## src/rtl/hwrd_pkg.sv

```systemverilog
package hwrd_pkg;

    localparam int XLEN   = 64;
    localparam int IDX_W  = 3;
    localparam int NSEL   = 1 << IDX_W;

    typedef enum logic [IDX_W-1:0] {
        SEL_CPUNUM = 3'd0,
        SEL_LSTEP  = 3'd1,
        SEL_CYCLE  = 3'd2,
        SEL_CRES   = 3'd3,
        SEL_PERF   = 3'd4,
        SEL_FEAT   = 3'd5,
        SEL_RSV6   = 3'd6,
        SEL_RSV7   = 3'd7
    } hw_sel_e;

    typedef struct packed {
        logic            valid;
        logic            exc;
        logic [XLEN-1:0] data;
    } rd_result_t;

    localparam rd_result_t RESULT_IDLE = '{valid: 1'b0, exc: 1'b0, data: '0};

    function automatic rd_result_t make_grant(input logic [XLEN-1:0] value);
        rd_result_t r;
        r.valid = 1'b1;
        r.exc   = 1'b0;
        r.data  = value;
        return r;
    endfunction

    function automatic rd_result_t make_trap();
        rd_result_t r;
        r.valid = 1'b0;
        r.exc   = 1'b1;
        r.data  = '0;
        return r;
    endfunction

endpackage

```

## src/rtl/hwrd_cycle_counter.sv

```systemverilog
module hwrd_cycle_counter #(
    parameter int          CNT_W   = 32,
    parameter int          CNT_RES = 2,
    parameter logic [31:0] CNT_RST = 32'd0
) (
    input  logic             clk,
    input  logic             rst,
    output logic [CNT_W-1:0] cnt_o
);

    localparam int PW = (CNT_RES > 1) ? $clog2(CNT_RES) : 1;

    logic [CNT_W-1:0] cnt_q;
    logic             tick;

    generate
        if (CNT_RES > 1) begin : g_prescale
            localparam logic [PW-1:0] LAST = PW'(CNT_RES - 1);
            logic [PW-1:0] presc_q;

            assign tick = (presc_q == LAST);

            always_ff @(posedge clk) begin
                if (rst) begin
                    presc_q <= '0;
                end else if (tick) begin
                    presc_q <= '0;
                end else begin
                    presc_q <= presc_q + 1'b1;
                end
            end

            // between ticks the count holds still
            p_hold_between_ticks_r7: assert property (@(posedge clk) disable iff (rst)
                (presc_q != LAST) |=> (cnt_q == $past(cnt_q)));
        end else begin : g_every_cycle
            assign tick = 1'b1;
        end
    endgenerate

    always_ff @(posedge clk) begin
        if (rst) begin
            cnt_q <= CNT_W'(CNT_RST);
        end else if (tick) begin
            cnt_q <= cnt_q + 1'b1;
        end
    end

    assign cnt_o = cnt_q;

    // each tick adds exactly one
    p_step_by_one_r7: assert property (@(posedge clk) disable iff (rst)
        tick |=> (cnt_q == CNT_W'($past(cnt_q) + 1'b1)));

endmodule

```

## src/rtl/hwrd_access_gate.sv

```systemverilog
module hwrd_access_gate
    import hwrd_pkg::*;
#(
    parameter int MASK_W = 6
) (
    input  logic [IDX_W-1:0]  idx,
    input  logic              kern_mode,
    input  logic [MASK_W-1:0] en_mask,
    output logic              allow_o
);

    logic [NSEL-1:0] grant_vec;

    generate
        for (genvar g = 0; g < NSEL; g++) begin : g_sel
            if (g < MASK_W) begin : g_impl
                assign grant_vec[g] = kern_mode | en_mask[g];
            end else begin : g_rsv
                assign grant_vec[g] = 1'b0;
            end
        end
    endgenerate

    assign allow_o = grant_vec[idx];

    // unimplemented selectors never pass, even in kernel mode
    always_comb begin
        if (int'(idx) >= MASK_W) begin
            a_rsv_denied_r3: assert (!allow_o);
        end
    end

endmodule

```

## src/rtl/hwrd_value_mux.sv

```systemverilog
module hwrd_value_mux
    import hwrd_pkg::*;
#(
    parameter int CNT_W    = 32,
    parameter int CNT_RES  = 2,
    parameter int STEP_W   = 16,
    parameter int CPUNUM_W = 10
) (
    input  logic [IDX_W-1:0]    idx,
    input  logic [CPUNUM_W-1:0] cpu_id,
    input  logic [STEP_W-1:0]   line_step,
    input  logic [CNT_W-1:0]    cycle_cnt,
    input  logic [XLEN-1:0]     perf_cnt0,
    input  logic                feat_cfg,
    output logic [XLEN-1:0]     value_o
);

    localparam logic [XLEN-1:0] RES_VALUE = XLEN'(CNT_RES);

    logic [XLEN-1:0] cycle_sext;

    assign cycle_sext = {{(XLEN-CNT_W){cycle_cnt[CNT_W-1]}}, cycle_cnt};

    always_comb begin
        unique case (hw_sel_e'(idx))
            SEL_CPUNUM: value_o = XLEN'(cpu_id);
            SEL_LSTEP:  value_o = XLEN'(line_step);
            SEL_CYCLE:  value_o = cycle_sext;
            SEL_CRES:   value_o = RES_VALUE;
            SEL_PERF:   value_o = perf_cnt0;
            SEL_FEAT:   value_o = XLEN'(feat_cfg);
            default:    value_o = '0;
        endcase
    end

endmodule

```

## src/rtl/hwreg_read_port.sv

```systemverilog
module hwreg_read_port
    import hwrd_pkg::*;
#(
    parameter int          CNT_W    = 32,
    parameter int          CNT_RES  = 2,
    parameter logic [31:0] CNT_RST  = 32'd0,
    parameter int          STEP_W   = 16,
    parameter int          CPUNUM_W = 10,
    parameter int          MASK_W   = 6
) (
    input  logic                clk,
    input  logic                rst,
    input  logic                rd_req,
    input  logic [IDX_W-1:0]    rd_idx,
    input  logic                kern_mode,
    input  logic [MASK_W-1:0]   en_mask,
    input  logic [CPUNUM_W-1:0] cpu_id,
    input  logic [STEP_W-1:0]   line_step,
    input  logic [XLEN-1:0]     perf_cnt0,
    input  logic                feat_cfg,
    output logic                rd_valid,
    output logic                ri_exc,
    output logic [XLEN-1:0]     rd_data
);

    logic [CNT_W-1:0] cycle_cnt;
    logic             allow;
    logic [XLEN-1:0]  sel_value;
    rd_result_t       res_q;

    hwrd_cycle_counter #(
        .CNT_W   (CNT_W),
        .CNT_RES (CNT_RES),
        .CNT_RST (CNT_RST)
    ) u_counter (
        .clk   (clk),
        .rst   (rst),
        .cnt_o (cycle_cnt)
    );

    hwrd_access_gate #(
        .MASK_W (MASK_W)
    ) u_gate (
        .idx       (rd_idx),
        .kern_mode (kern_mode),
        .en_mask   (en_mask),
        .allow_o   (allow)
    );

    hwrd_value_mux #(
        .CNT_W    (CNT_W),
        .CNT_RES  (CNT_RES),
        .STEP_W   (STEP_W),
        .CPUNUM_W (CPUNUM_W)
    ) u_mux (
        .idx       (rd_idx),
        .cpu_id    (cpu_id),
        .line_step (line_step),
        .cycle_cnt (cycle_cnt),
        .perf_cnt0 (perf_cnt0),
        .feat_cfg  (feat_cfg),
        .value_o   (sel_value)
    );

    always_ff @(posedge clk) begin
        if (rst) begin
            res_q <= RESULT_IDLE;
        end else if (!rd_req) begin
            res_q <= RESULT_IDLE;
        end else if (allow) begin
            res_q <= make_grant(sel_value);
        end else begin
            res_q <= make_trap();
        end
    end

    assign rd_valid = res_q.valid;
    assign ri_exc   = res_q.exc;
    assign rd_data  = res_q.data;

    // a trap carries no data and no valid
    p_trap_clean_r2: assert property (@(posedge clk) disable iff (rst)
        ri_exc |-> (!rd_valid && rd_data == '0));

    // no request, no result on the next edge
    p_idle_quiet_r11: assert property (@(posedge clk) disable iff (rst)
        !rd_req |=> (!rd_valid && !ri_exc && rd_data == '0));

    // kernel mode reads of implemented selectors are always granted
    p_kernel_grant_r1: assert property (@(posedge clk) disable iff (rst)
        (rd_req && kern_mode && int'(rd_idx) < MASK_W) |=> (rd_valid && !ri_exc));

    // reserved selectors always trap
    p_rsv_trap_r3: assert property (@(posedge clk) disable iff (rst)
        (rd_req && int'(rd_idx) >= MASK_W) |=> ri_exc);

    // outputs are clear on the edge after reset is applied
    p_reset_clear_r12: assert property (@(posedge clk)
        rst |=> (!rd_valid && !ri_exc && rd_data == '0));

endmodule

```

## config.mk

```make
export PLATFORM = sky130hd
export DESIGN_NAME = hwreg_read_port
export DESIGN_NICKNAME = d
export VERILOG_FILES = /design/src/rtl/hwrd_pkg.sv /design/src/rtl/hwrd_cycle_counter.sv /design/src/rtl/hwrd_access_gate.sv /design/src/rtl/hwrd_value_mux.sv /design/src/rtl/hwreg_read_port.sv
export SDC_FILE = /design/constraint.sdc
export NUM_CORES = 1
export LEC_CHECK = 0
export ABC_AREA = 1
export BUFFER_PORTS_ARGS = -buffer_cell sky130_fd_sc_hd__buf_2
export CAP_MARGIN = 5
export CORE_MARGIN = 2
export CORE_UTILIZATION = 35
export CTS_CLUSTER_SIZE = 16
export DETAILED_ROUTE_END_ITERATION = 16
export GPL_TIMING_DRIVEN = 0
export HOLD_SLACK_MARGIN = 0.05
export PLACE_DENSITY_LB_ADDON = 0.3
export SYNTH_ARGS = -nofsm -noshare
export SYNTH_HDL_FRONTEND = slang
export SYNTH_SLANG_ARGS = --single-unit
```

## constraint.sdc

```tcl
create_clock -name clk -period 1.78 [get_ports clk]
set_clock_uncertainty 0.2 [all_clocks]
set_input_delay 0.356 -clock clk [delete_from_list [all_inputs] [get_ports clk]]
set_output_delay 0.356 -clock clk [all_outputs]
set_load 0.01 [all_outputs]
```

[Word-level counts from Yosys, hierarchy flattened]
Cells that the tools add are included.
Operators by class
  add/subtract/negate cells: 2
  magnitude comparators: 1
  equal/unequal tests: 5
  multiplexer cells: 4
  bitwise gates (word level): 8
  reduce and logical (&&, ||, !) cells: 4
Operators with widths (count)
  64-bit case mux with 6 select lines: 1
  66-bit 2-to-1 mux: 1
  32-bit by 1-bit adder with 32-bit output, second input constant: 1
  3-bit by 2-bit equality test with 1-bit output, second input constant: 2
  3-bit equality test, second input constant: 2
  1-bit OR: 6
  3-bit by 4-bit < comparator with 1-bit output, second input constant: 1
  2-bit OR reduction: 2
  1-bit binary-select mux with 3-bit select: 1
  3-bit by 1-bit equality test with 1-bit output, second input constant: 1
  3-bit zero test: 1
  3-bit OR reduction: 1
  1-bit NOT: 2
  1-bit adder, second input constant: 1
  1-bit 2-to-1 mux: 1
Word-level totals
  register bits after elaboration: 99
  bits of input ports: 104
  word-level logic and storage cells: 29

[Depth between registers and ports, before layout]
  word-level depth: 5
  mapped depth: 10
  depth with buffers taken out: 9

[Hierarchy]
A second synthesis with hierarchy kept.
Unflattened totals
  cell total of the unflattened synthesis: 735
  area total of the unflattened synthesis: 5046.1 µm²
Modules (own cells, without submodules)
  hwreg_read_port: instances 1, cells an instance 206, area an instance 2013.2 µm², seq. area each 1321.3 µm²
  hwrd_cycle_counter: instances 1, cells an instance 283, area an instance 1864.3 µm², seq. area each 660.6 µm²
  hwrd_value_mux: instances 1, cells an instance 228, area an instance 1096.1 µm², seq. area each 0.0 µm²
  hwrd_access_gate: instances 1, cells an instance 18, area an instance 72.6 µm², seq. area each 0.0 µm²

[Worst setup path after synthesis]
No wires, ideal clock.
  path type: register -> register
  start point: register u_counter.cnt_q[1], in the netlist u_counter.cnt_o[1]
  end point: register u_counter.cnt_q[26], in the netlist u_counter.cnt_o[26]
  setup time: 0.115 ns
  arrival: 1.194 ns
  data required time: 1.465 ns
  slack: 0.271 ns
  cell stages (with the launch flop): 9
  path buffers: 0
  path through: dfxtp_1 ha_1 nand3_1 nor2_1 nand2_1 nor2_2 nand3_1 nand2_1 nor2_1
On the way
  longest elaborated chain between the ends: 1
RTL lines
  start: declaration: RTL line hwrd_cycle_counter.sv:13  | logic [CNT_W-1:0] cnt_q;
  start signal: assignment: RTL line hwrd_cycle_counter.sv:43  | cnt_q <= CNT_W'(CNT_RST);
  start signal: assignment: RTL line hwrd_cycle_counter.sv:45  | cnt_q <= cnt_q + 1'b1;
  32-bit by 1-bit adder with 32-bit output: RTL line hwrd_cycle_counter.sv:45
No other way between the ends.
A chain may end at the register's enable or synchronous reset.

[Worst setup path after layout]
  start point: register u_counter.cnt_q[0], in the netlist u_counter.cnt_o[0]
  end point: register u_counter.cnt_q[26], in the netlist u_counter.cnt_o[26]
The elaborated chain is that of the path after synthesis.

==> metrics.txt <==
post-DP HPWL roughly 11000 um; Floorplan Core Area approximately 13000 sq um; number of port buffers approximately 170; cell class contributing the biggest share of worst-path delay simple AND/OR/NAND/NOR gates; total power divided by cell area ~740 nW/um^2; Area Overhead vs Synth 28.98%; category of the worst setup path capture point register; worst skew pair latency between 0.3 and 0.4 ns; DIE AREA approximately 15000 sq um; Crit Reg-Reg Endpoint u_counter.cnt_o[26]; via count 4792; DIE WIDTH around 120 um; Routed Antenna Nets 0; Post-Route Setup TNS 0 ns; flops & latches, synth slightly below 100; average via count per standard cell ~4.5; Worst Setup Slack, final 0.1152 ns; leading cell types in the layout, fill and taps excluded sky130_fd_sc_hd__buf_2 (188), sky130_fd_sc_hd__nand2_1 (162), sky130_fd_sc_hd__dfxtp_1 (98), sky130_fd_sc_hd__inv_1 (90), sky130_fd_sc_hd__nand3_1 (86); Nets between 900 and 1000; wire length of the first global-routing pass roughly 22000 um; standard cell with the maximum stage delay on the critical path sky130_fd_sc_hd__dfxtp_1; post-detailed-routing wire length ~14000 um; maximum number of pins on one net before global-route repair 18; sequential share of power 0.492; Register Area between 1500 and 2000 sq um; most common library cell in the layout ignoring fill and taps sky130_fd_sc_hd__buf_2; worst-case headroom to the max-slew limit 0.5857; Netlist Area Pre-Place about 4800 sq um; origin of the worst min-delay path line_step[12]; number of detailed-route iterations in the first pass 4; Data arrival, critical path roughly 1.7 ns; clock tree from TritonCTS built; Tcrit/Tclk final 0.9353; Yosys warnings 0; Die H ~120 um; power share of the clock group 0.409; cell-internal power about 3400 uW; count of final hold-check violations 0; delay contributed by the slowest stage of the critical path ~0.36 ns; leak pwr between 0.002 and 0.003 uW; Diodes inserted 0; Starting DRT DRC Count a little over 300; sum of overflow across all layers after global routing 0; measured slew at the worst slew-check pin 0.6181 ns; number of antenna violations at the first check in global routing 0; number of global-route vias before repair between 4000 and 5000; total count of max-transition violations in the final report 0; GP Congestion 0.9088; Synth Net Count between 800 and 900; part of the Yosys area used for sequential elements 0.4162; Root Driver sky130_fd_sc_hd__clkbuf_16; clock sink count just under 100; worst hold-check path type primary input to register; run status finished, final reports clean; kind of start point of the critical path register; CTS clock-pin slew for the worst setup and hold paths 0.07 ns; category of the most critical setup path register to register; combinational share of power 0.098; unique cell type count in the Yosys netlist 24; number of violations of the max-capacitance limit 0; overall routing resource usage 0.1932; Buf+Inv Stages, Crit Path 0; sum of internal, switching and leakage power 4560 uW; worst-case reg-to-reg path depth 8; DRC Markers 0; Max Clock Freq approximately 0.60 GHz; mean post-synth cell area ~6.7 sq um; multi-input combinational cell area approximately 2300 sq um; hold depth 3; CTS max path bufs 2; depth of the critical timing path with buffers and inverters included 8; launch point of the worst reg-to-reg path u_counter.cnt_o[0]; standard-cell row count between 40 and 50; maximum fanout count along the critical path 6; proportion of total power due to net switching 0.2511; cell-by-cell listing of the critical path ha_2 > nand3_1 > nor2_1 > nand2_1 > nor2_4 > nand3_1 > nand2_1 > nor2_1; Endpoint, Worst Hold rd_data[12]; IO Pins 170; WL/cell approximately 13 um; worst voltage drop across the vdd grid between 0.3 and 0.4 mV; Cells after Synth approximately 710; FILL cells 1379; cts bufs inserted 9; effective utilization at floorplan 0.3596; layout cells sized above 1 0.3229; worst slack at placement -0.1266 ns; depth of the CTS H-tree 3; Req. time, crit path 1.82 ns; R2R setup slack about 0.12 ns; final setup violation count 0; Switch Pwr around 1100 uW; minimum period implied by the final worst setup slack roughly 1.7 ns
-- worst max-delay path by stage --
| stage | startpoint | slack, ns | endpoint |
|---|---|---|---|
| 2_1_floorplan | u_counter.cnt_o[1] | 0.27 | u_counter.cnt_o[26] |
| 3_5_place_dp | rd_idx[1] | -0.13 | rd_data[0] |
| 3_3_place_gp | rd_idx[1] | -0.14 | rd_data[16] |
| 4_1_cts | u_counter.cnt_o[1] | 0.01 | u_counter.cnt_o[14] |
| 5_1_grt | u_counter.cnt_o[3] | -0.006 | u_counter.cnt_o[9] |
| 6_report | u_counter.cnt_o[0] | 0.12 | u_counter.cnt_o[26] |
-- what timing repair did --
action,4_1_cts,5_1_grt
resized for setup,1,11
buffers inserted,0,0
setup endpoints to repair,2,17
pin swaps,0,1
hold buffers,0,0
-- layout make-up --
| class | instances | area share |
|---|---|---|
| flip-flops and latches | 99 | 0.3229 |
| clock inverters | 6 | 0.007945 |
| repair buffers | 167 | 0.1361 |
| multi-input cells | 481 | 0.3673 |
| clock buffers | 10 | 0.03891 |
| well taps | 176 | 0.03585 |
| inverters | 95 | 0.05806 |
| plain buffers | 34 | 0.03300 |
-- stage by stage --
step           hold slack (ns)  instances  instance area (sq um)    util
2_1_floorplan           0.2353        709                   4762       -
3_3_place_gp            0.3007       1052                   5818  0.4393
3_5_place_dp            0.3047       1052                   5818  0.4393
4_1_cts                0.05083       1068                   6111  0.4615
5_1_grt                0.06728       1068                   6142  0.4638
6_report               0.06721       1068                   6142  0.4638
-- state kept, by name, summed over array words and instances, names as in the netlist --
name,flops
rd_data,64
u_counter.g_prescale.presc_q,1
ri_exc,1
u_counter.cnt_o,32
rd_valid,1
-- cells in the mapped netlist (all sizes together) --
cell	n	area, sq um
inv	95	356.6
nand4	7	43.79
a21oi	24	120.1
nor3	19	100.1
buf	30	187.7
ha	1	12.51
o211ai	1	12.51
clkbuf	4	15.01
nand3b	1	11.26
nand3	88	450.4
nand2	165	626.9
o21ai	29	145.1
nor2	145	689.4
dfxtp	99	1982
xor2	1	8.760
-- routing by layer --
metal  vias up  global-route usage  routed length [um]
li1       2556                   -                   -
met2       115              0.3294                6595
met3        12             0.02736                 762
met5         -                   0                   0
met4         0             0.06831                 149
met1      2109              0.2487                6338
-- logic make-up (layout without fill, tap and decap cells) --
family / count (synthesis) / in the layout / synth area share
AOI/OAI and AO/OA: 54 / 54 / 0.05833
xor gates and xnor gates: 1 / 1 / 0.001840
adders and majority gates: 1 / 1 / 0.002627
buffers and inverters: 129 / 312 / 0.1174
DFF: 99 / 99 / 0.4162
and+or+nand+nor: 425 / 425 / 0.4036
-- power groups by stage --
stage / logic (uW) / registers [uW] / clock network [uW]
6_report: 448 / 2250 / 1870
5_1_grt: 500 / 2250 / 2000
4_1_cts: 449 / 2250 / 1920
3_5_place_dp: 446 / 2300 / 0
3_3_place_gp: 447 / 2300 / 0
2_1_floorplan: 234 / 2310 / 0
-- worst min-delay path: stages --
cell and delay (ns):
sky130_fd_sc_hd__buf_2 0.07, sky130_fd_sc_hd__a21oi_1 0.06, sky130_fd_sc_hd__nor2_2 0.08
(Power assumes the default switching activity.)
